--- src/rtl/cpu_pkg.sv ---
package cpu_pkg;

    typedef enum logic [2:0] {
        ST_FETCH_HI,
        ST_FETCH_LO,
        ST_DECODE,
        ST_EXEC,
        ST_WRITEBACK,
        ST_HALT
    } cpu_state_e;

    localparam logic [3:0] OPC_LOAD  = 4'h1;
    localparam logic [3:0] OPC_STORE = 4'h3;
    localparam logic [3:0] OPC_ADD   = 4'h5;
    localparam logic [3:0] OPC_HALT  = 4'hC;

endpackage

--- src/rtl/cpu_adder.sv ---
module cpu_adder #(
    parameter int DW = 8
) (
    input  logic [DW-1:0] op_a,
    input  logic [DW-1:0] op_b,
    output logic [DW-1:0] sum
);
    // carry out is deliberately dropped: result wraps modulo 2**DW
    logic [DW:0] full;
    assign full = {1'b0, op_a} + {1'b0, op_b};
    assign sum  = full[DW-1:0];
endmodule

--- src/rtl/cpu_regfile.sv ---
module cpu_regfile #(
    parameter int DW  = 8,
    parameter int RAW = 4
) (
    input  logic           clk,
    input  logic           rst_n,
    input  logic [RAW-1:0] ra_a,
    input  logic [RAW-1:0] ra_b,
    input  logic [RAW-1:0] ra_dbg,
    output logic [DW-1:0]  rd_a,
    output logic [DW-1:0]  rd_b,
    output logic [DW-1:0]  rd_dbg,
    input  logic           we,
    input  logic [RAW-1:0] wa,
    input  logic [DW-1:0]  wd
);
    localparam int NREG = 1 << RAW;

    logic [DW-1:0] regs [NREG];

    for (genvar gi = 0; gi < NREG; gi++) begin : g_reg
        always_ff @(posedge clk or negedge rst_n) begin
            if (!rst_n) begin
                regs[gi] <= '0;
            end else if (we && (wa == RAW'(gi))) begin
                regs[gi] <= wd;
            end
        end
    end

    assign rd_a   = regs[ra_a];
    assign rd_b   = regs[ra_b];
    assign rd_dbg = regs[ra_dbg];
endmodule

--- src/rtl/cpu_memory.sv ---
module cpu_memory #(
    parameter int AW = 8,
    parameter int DW = 8
) (
    input  logic          clk,
    input  logic          ld_en,
    input  logic [AW-1:0] ld_addr,
    input  logic [DW-1:0] ld_data,
    input  logic [AW-1:0] addr,
    input  logic          we,
    input  logic [DW-1:0] wdata,
    output logic [DW-1:0] rdata
);
    localparam int DEPTH = 1 << AW;

    logic [DW-1:0] cells [DEPTH];

    // load port wins over a core store in the same cycle
    always_ff @(posedge clk) begin
        if (ld_en) begin
            cells[ld_addr] <= ld_data;
        end else if (we) begin
            cells[addr] <= wdata;
        end
    end

    // synchronous read, old data on a same-cycle write
    always_ff @(posedge clk) begin
        rdata <= cells[addr];
    end
endmodule

--- src/rtl/cpu_control.sv ---
module cpu_control
    import cpu_pkg::*;
#(
    parameter int            AW       = 8,
    parameter int            DW       = 8,
    parameter int            RAW      = 4,
    parameter logic [AW-1:0] RESET_PC = 8'hA0
) (
    input  logic           clk,
    input  logic           rst_n,
    input  logic [DW-1:0]  mem_rdata,
    output logic [AW-1:0]  mem_addr,
    output logic [DW-1:0]  mem_wdata,
    output logic           mem_we,
    output logic [RAW-1:0] rf_ra_a,
    output logic [RAW-1:0] rf_ra_b,
    input  logic [DW-1:0]  rf_rd_a,
    input  logic [DW-1:0]  rf_rd_b,
    output logic           rf_we,
    output logic [RAW-1:0] rf_wa,
    output logic [DW-1:0]  rf_wd,
    output logic           halted,
    output cpu_state_e     state_o
);
    localparam int          IW      = 2 * DW;
    localparam int          OPW     = 4;
    localparam logic [AW-1:0] PC_STEP = AW'(2);

    cpu_state_e    state, state_nxt;
    logic [AW-1:0] pc;
    logic [IW-1:0] ir;
    logic [DW-1:0] sum;

    logic [OPW-1:0] f_op;
    logic [RAW-1:0] f_r, f_s, f_t;
    logic [AW-1:0]  f_xy;

    assign f_op = ir[IW-1 -: OPW];
    assign f_r  = ir[IW-OPW-1 -: RAW];
    assign f_s  = ir[DW-1 -: RAW];
    assign f_t  = ir[RAW-1:0];
    assign f_xy = ir[AW-1:0];

    cpu_adder #(.DW(DW)) u_add (
        .op_a (rf_rd_a),
        .op_b (rf_rd_b),
        .sum  (sum)
    );

    // state register
    always_ff @(posedge clk or negedge rst_n) begin
        if (!rst_n) state <= ST_FETCH_HI;
        else        state <= state_nxt;
    end

    // transitions
    always_comb begin
        state_nxt = state;
        unique case (state)
            ST_FETCH_HI:  state_nxt = ST_FETCH_LO;
            ST_FETCH_LO:  state_nxt = ST_DECODE;
            ST_DECODE:    state_nxt = ST_EXEC;
            ST_EXEC: begin
                if (f_op == OPC_LOAD)      state_nxt = ST_WRITEBACK;
                else if (f_op == OPC_HALT) state_nxt = ST_HALT;
                else                       state_nxt = ST_FETCH_HI;
            end
            ST_WRITEBACK: state_nxt = ST_FETCH_HI;
            ST_HALT:      state_nxt = ST_HALT;
            default:      state_nxt = ST_FETCH_HI;
        endcase
    end

    // program counter and instruction register
    always_ff @(posedge clk or negedge rst_n) begin
        if (!rst_n) begin
            pc <= RESET_PC;
            ir <= '0;
        end else begin
            if (state == ST_FETCH_LO) ir[IW-1:DW] <= mem_rdata;
            if (state == ST_DECODE) begin
                ir[DW-1:0] <= mem_rdata;
                pc         <= pc + PC_STEP;
            end
        end
    end

    // outputs
    always_comb begin
        mem_addr  = pc;
        mem_we    = 1'b0;
        mem_wdata = rf_rd_a;
        rf_ra_a   = (f_op == OPC_STORE) ? f_r : f_s;
        rf_ra_b   = f_t;
        rf_we     = 1'b0;
        rf_wa     = f_r;
        rf_wd     = sum;
        unique case (state)
            ST_FETCH_HI: mem_addr = pc;
            ST_FETCH_LO: mem_addr = pc + AW'(1);
            ST_DECODE:   mem_addr = pc;
            ST_EXEC: begin
                mem_addr = f_xy;
                mem_we   = (f_op == OPC_STORE);
                rf_we    = (f_op == OPC_ADD);
            end
            ST_WRITEBACK: begin
                mem_addr = f_xy;
                rf_we    = 1'b1;
                rf_wd    = mem_rdata;
            end
            ST_HALT:     mem_addr = pc;
            default:     mem_addr = pc;
        endcase
    end

    assign halted  = (state == ST_HALT);
    assign state_o = state;
endmodule

--- src/rtl/simple_cpu.sv ---
module simple_cpu
    import cpu_pkg::*;
#(
    parameter int            AW       = 8,
    parameter int            DW       = 8,
    parameter int            RAW      = 4,
    parameter logic [AW-1:0] RESET_PC = 8'hA0
) (
    input  logic           clk,
    input  logic           rst_n,
    input  logic           load_en,
    input  logic [AW-1:0]  load_addr,
    input  logic [DW-1:0]  load_data,
    input  logic [RAW-1:0] dbg_sel,
    output logic [DW-1:0]  dbg_data,
    output logic           halted,
    output logic [AW-1:0]  mem_addr,
    output logic [DW-1:0]  mem_wdata,
    output logic           mem_we,
    output logic [DW-1:0]  mem_rdata
);
    logic [RAW-1:0] rf_ra_a, rf_ra_b, rf_wa;
    logic [DW-1:0]  rf_rd_a, rf_rd_b, rf_wd;
    logic           rf_we;
    cpu_state_e     ctrl_state;

    cpu_control #(
        .AW(AW), .DW(DW), .RAW(RAW), .RESET_PC(RESET_PC)
    ) u_ctrl (
        .clk       (clk),
        .rst_n     (rst_n),
        .mem_rdata (mem_rdata),
        .mem_addr  (mem_addr),
        .mem_wdata (mem_wdata),
        .mem_we    (mem_we),
        .rf_ra_a   (rf_ra_a),
        .rf_ra_b   (rf_ra_b),
        .rf_rd_a   (rf_rd_a),
        .rf_rd_b   (rf_rd_b),
        .rf_we     (rf_we),
        .rf_wa     (rf_wa),
        .rf_wd     (rf_wd),
        .halted    (halted),
        .state_o   (ctrl_state)
    );

    cpu_regfile #(.DW(DW), .RAW(RAW)) u_rf (
        .clk    (clk),
        .rst_n  (rst_n),
        .ra_a   (rf_ra_a),
        .ra_b   (rf_ra_b),
        .ra_dbg (dbg_sel),
        .rd_a   (rf_rd_a),
        .rd_b   (rf_rd_b),
        .rd_dbg (dbg_data),
        .we     (rf_we),
        .wa     (rf_wa),
        .wd     (rf_wd)
    );

    cpu_memory #(.AW(AW), .DW(DW)) u_mem (
        .clk     (clk),
        .ld_en   (load_en),
        .ld_addr (load_addr),
        .ld_data (load_data),
        .addr    (mem_addr),
        .we      (mem_we),
        .wdata   (mem_wdata),
        .rdata   (mem_rdata)
    );
endmodule

--- config.mk ---
export PLATFORM = sky130hd
export DESIGN_NAME = simple_cpu
export DESIGN_NICKNAME = d
export VERILOG_FILES = /design/src/rtl/cpu_pkg.sv /design/src/rtl/cpu_adder.sv /design/src/rtl/cpu_regfile.sv /design/src/rtl/cpu_memory.sv /design/src/rtl/cpu_control.sv /design/src/rtl/simple_cpu.sv
export SDC_FILE = /design/constraint.sdc
export NUM_CORES = 2
export LEC_CHECK = 0
export ABC_AREA = 1
export BUFFER_PORTS_ARGS = -buffer_cell sky130_fd_sc_hd__buf_4
export CELL_PAD_IN_SITES_DETAIL_PLACEMENT = 1
export CELL_PAD_IN_SITES_GLOBAL_PLACEMENT = 1
export CORE_MARGIN = 2
export CORE_UTILIZATION = 55
export DETAILED_ROUTE_END_ITERATION = 12
export HOLD_SLACK_MARGIN = 0.15
export PLACE_DENSITY_LB_ADDON = 0.15
export SLEW_MARGIN = 40
export SYNTH_ARGS = -nofsm -noshare
export SYNTH_HDL_FRONTEND = slang
export SYNTH_HIERARCHICAL = 1
export SYNTH_SLANG_ARGS = --single-unit
--- constraint.sdc ---
create_clock -name clk -period 13.3 [get_ports clk]
set_input_delay 1.995 -clock clk [delete_from_list [all_inputs] [get_ports clk]]
set_output_delay 1.995 -clock clk [all_outputs]
set_load 0.01 [all_outputs]
==> results by group <==
Outcome
  – Outcome: complete, no violations

Die
  – FP Rows: around 150
  – Ports: 57
  – Initial cell density of the core: 0.5552
  – Die Area: 174800 um^2
  – Die span in y: roughly 420 um
  – Placeable Area: 169800 um^2
  – DIE WIDTH: 418.1 um

STA
  – RSZ-0062 raised after global routing: no
  – Worst Slack Setup Final: 6.884 ns
  – Setup Viol. Count Final: 0
  – Actual slew at the worst max-slew pin: 0.8920 ns
  – Max Slew Vio Count: 0
  – Peak Freq: 155.9 MHz
  – Setup_tns: 0 ns
  – Final Skew: 0.04648 ns
  – Rel. slew slack: 0.4032
  – Crit share post-route: 0.4824
  – Hold Fails Final Rpt: 0
  – Post-route minimum period: 6.416 ns

Global routing
  – Vias in the first global route: between 70k and 80k
  – GRT Util Overall: 0.3516
  – Initial antenna violation count: 5
  – First-pass GRT wire length: ~460000 um
  – Largest net degree at the start of global routing: 220
  – Grt total ovfl: 0

Route
  – Post-DR wirelength/cell: 28.48 um
  – First drt pass iteration count: 6
  – Via count: approximately 70k
  – WL final: 309900 um
  – Vias/cell: 6.362
  – Number of nets with antenna violations after routing: 0
  – DRC: 0
  – DRT iter0 DRCs: 8495

CTS
  – Later-pin clock latency in the skew report: 0.87 ns
  – Total CTS buffers: 220
  – Clock transition at path regs: about 0.060 ns
  – Max clock buf depth: 3
  – H-tree level count: 4
  – Clock Tree Root: clkbuf_16
  – CTS tree: done
  – Cts hold-fix bufs: 0
  – CTS sink cnt: 2210
  – Post-CTS setup buffers: 0
  – # resized after CTS: 0

Yosys
  – Number of synthesis warnings: 6
  – Syn_area_per_cell: ~11 um^2
  – Multiplexer share of the synthesized area: 0.0009553
  – Largest family of logic cells by synthesized area: simple AND/OR/NAND/NOR gates
  – Simple-gate share of the synthesized area: 0.2499
  – EDFF count, synth: 2048
  – Part of the Yosys area used for sequential elements: 0.6948
  – Post-Synth XOR/XNOR Area: 0.0007430
  – Syn Nets: a little under 9k
  – Post-synthesis instance total: between 8k and 9k
  – Post-synth ARST share: 0.06968
  – Yosys cell types: 38
  – Yosys reg bits: 2210
  – Compound-Gate Fraction of Synth Area: 0.009978
  – Syn Std Cell Area: around 94000 um^2
  – Post-Synth Adder-Cell Area: 0.001274
  – Dominant synthesized flop cell: edfxtp_1

Worst hold path
  – Hold Startpoint: u_rf/regs[87]
  – Worst hold stages: 2
  – Hold WC Path Type: flip-flop to flip-flop
  – Worst hold endpoint: u_rf/regs[87]

Critical path
  – Worst Path Max Fanout: 65
  – Worst Setup Path Type: flip-flop to output pin
  – Startpoint types: flip-flop
  – R2R Path Start: u_ctrl/state_o[0]
  – Worst EP arrival: 4.42 ns
  – Worst Setup End Kind: output pin
  – Reg2reg end: u_mem/rdata[4]
  – Worst path required time: around 11 ns
  – R2R Setup Slk: between 7 and 8 ns
  – Worst R2R Path Depth: 18

Power
  – Worst VDD drop: 0.2415 mV
  – Total power divided by cell area: 259.1 nW/um^2
  – Pleak: 37.51 nW

Placed design
  – Pre-CTS WS: 7.466 ns
  – Gpl congestion: between 0.9 and 1
  – Placed Cells: roughly 10k
  – IO buf count: 56
  – DP Wirelength: 179900 um

Finish
  – Filler cell count in the final layout: 17.50k
  – Area growth from synthesis to layout: 9.292%
  – Ratio of cells with drive above 1 in the final layout: 0.07308
  – Final #Nets: 8511
  – Diodes inserted: 0
  – Finished Layout Cells: between 10k and 15k

Flow run
  – Max-cap viol count: 0
==> power by group <==
group | total (mW) | switching [mW] | internal [mW]
Sequential | 7.96 | 0.155 | 7.80
Combinational | 12.7 | 9.57 | 3.09
Clock | 6.09 | 2.70 | 3.39
Total | 26.7 | 12.4 | 14.3
==> critical path: stages (launching register included) <==
cell and delay [ns]:
dfrtp_1 0.41, nor2_1 0.20, nand3_1 0.35, nand2_1 0.24, o21ai_4 0.07, buf_4 0.35
inv_2 0.24, buf_4 0.57, nand2_1 0.10, nand3_1 0.11, nand3_1 0.14, nand3_1 0.13
nand2_1 0.28, buf_4 0.26
==> state kept, by name, indices dropped and copies added, names as in the netlist <==
register	flops
u_ctrl/ir	16
u_rf/regs	128
u_mem/rdata	8
u_mem/cells	2048
u_ctrl/state_o	3
u_ctrl/pc	7
==> metrics by stage <==
stage          cell area (um^2)  total power, mW  hold WS, ns  utilization
2_1_floorplan             94300            16.08       0.4530            -
3_3_place_gp              95450            19.75       0.4666       0.5620
4_1_cts                  102600            26.46       0.4877       0.6043
3_5_place_dp              95700            20.28       0.4726       0.5635
6_report                 103100            26.71       0.4843       0.6068
5_1_grt                  103100            27.89       0.5092       0.6068
==> per-layer routing <==
metal | part of all wire | track usage | up-vias
met5 | 0.00014 | 0 | -
met4 | 0.055 | 0.1815 | 6
met3 | 0.087 | 0.06043 | 826
met2 | 0.48 | 0.5718 | 3511
met1 | 0.38 | 0.4560 | 35108
li1 | - | - | 29766
==> how the worst max path moves through the flow <==
stage | startpoint | end | slack (ns) | cells after the start
after floorplan | dbg_sel[1] | dbg_data[0] | 8.44 | 7
after CTS | u_ctrl/ir[14] | mem_wdata[5] | 6.92 | 13
final | u_ctrl/ir[14] | mem_wdata[5] | 6.88 | 13
after global placement | dbg_sel[0] | dbg_data[4] | 7.20 | 8
after detailed placement | dbg_sel[0] | dbg_data[0] | 7.47 | 8
after global routing | u_ctrl/ir[14] | mem_wdata[5] | 6.72 | 13
==> logic make-up after synthesis <==
group           after synthesis
simple gates               5441
flops                      2210
buf+inv                     845
compound gates              174
fa+ha+maj                     9
xor+xnor                      8
mux                           8
==> layout by cell type, fill, tap and decap left out, drive strengths merged <==
| cell type | instances |
|---|---|
| nand2 | 2762 |
| nand3 | 2368 |
| edfxtp | 2048 |
| nor2 | 301 |
| clkbuf | 277 |
| inv | 250 |
| o21ai | 171 |
| buf | 162 |
| dfrtp | 152 |
| clkinv | 99 |
| bufinv | 16 |
| clkinvlp | 8 |
| ha | 8 |
| mux2 | 8 |
| dfxtp | 8 |
| xor2 | 6 |
| nor3 | 5 |
| nand4 | 3 |
| dfstp | 2 |
| xnor2 | 2 |
| a21oi | 2 |
| o211ai | 1 |
| or2 | 1 |
| nand3b | 1 |
| fa | 1 |
==> synth_stat cells (5+ instances only) <==
cell type	instances	area share
dfrtp_1	152	0.040
buf_4	80	0.0064
nand2_1	2748	0.11
o21ai_0	145	0.0077
ha_1	8	0.0011
nand3_1	2364	0.13
buf_1	60	0.0024
inv_2	12	0.00048
xor2_1	6	0.00056
nand2_2	11	0.00073
o21ai_1	8	0.00042
edfxtp_1	2048	0.65
buf_2	304	0.016
clkbuf_1	139	0.0055
nor3_2	5	0.00053
nor2_1	292	0.012
inv_1	228	0.0091
mux2_2	8	0.00096
buf_6	17	0.0020
o21ai_2	18	0.0017
dfxtp_1	8	0.0017
==> layout make-up <==
cell class	instances	area [um^2]	share of cell area
Clock buffer	276	5799	0.05627
Clock inverter	129	1140	0.01106
Inverter	244	964.7	0.009360
Multi-Input combinational cell	5640	25190	0.2444
Sequential cell	2210	65520	0.6357
Tap cell	2218	2775	0.02693
Timing Repair Buffer	163	1680	0.01630
Power figures use the tool's default switching activity.
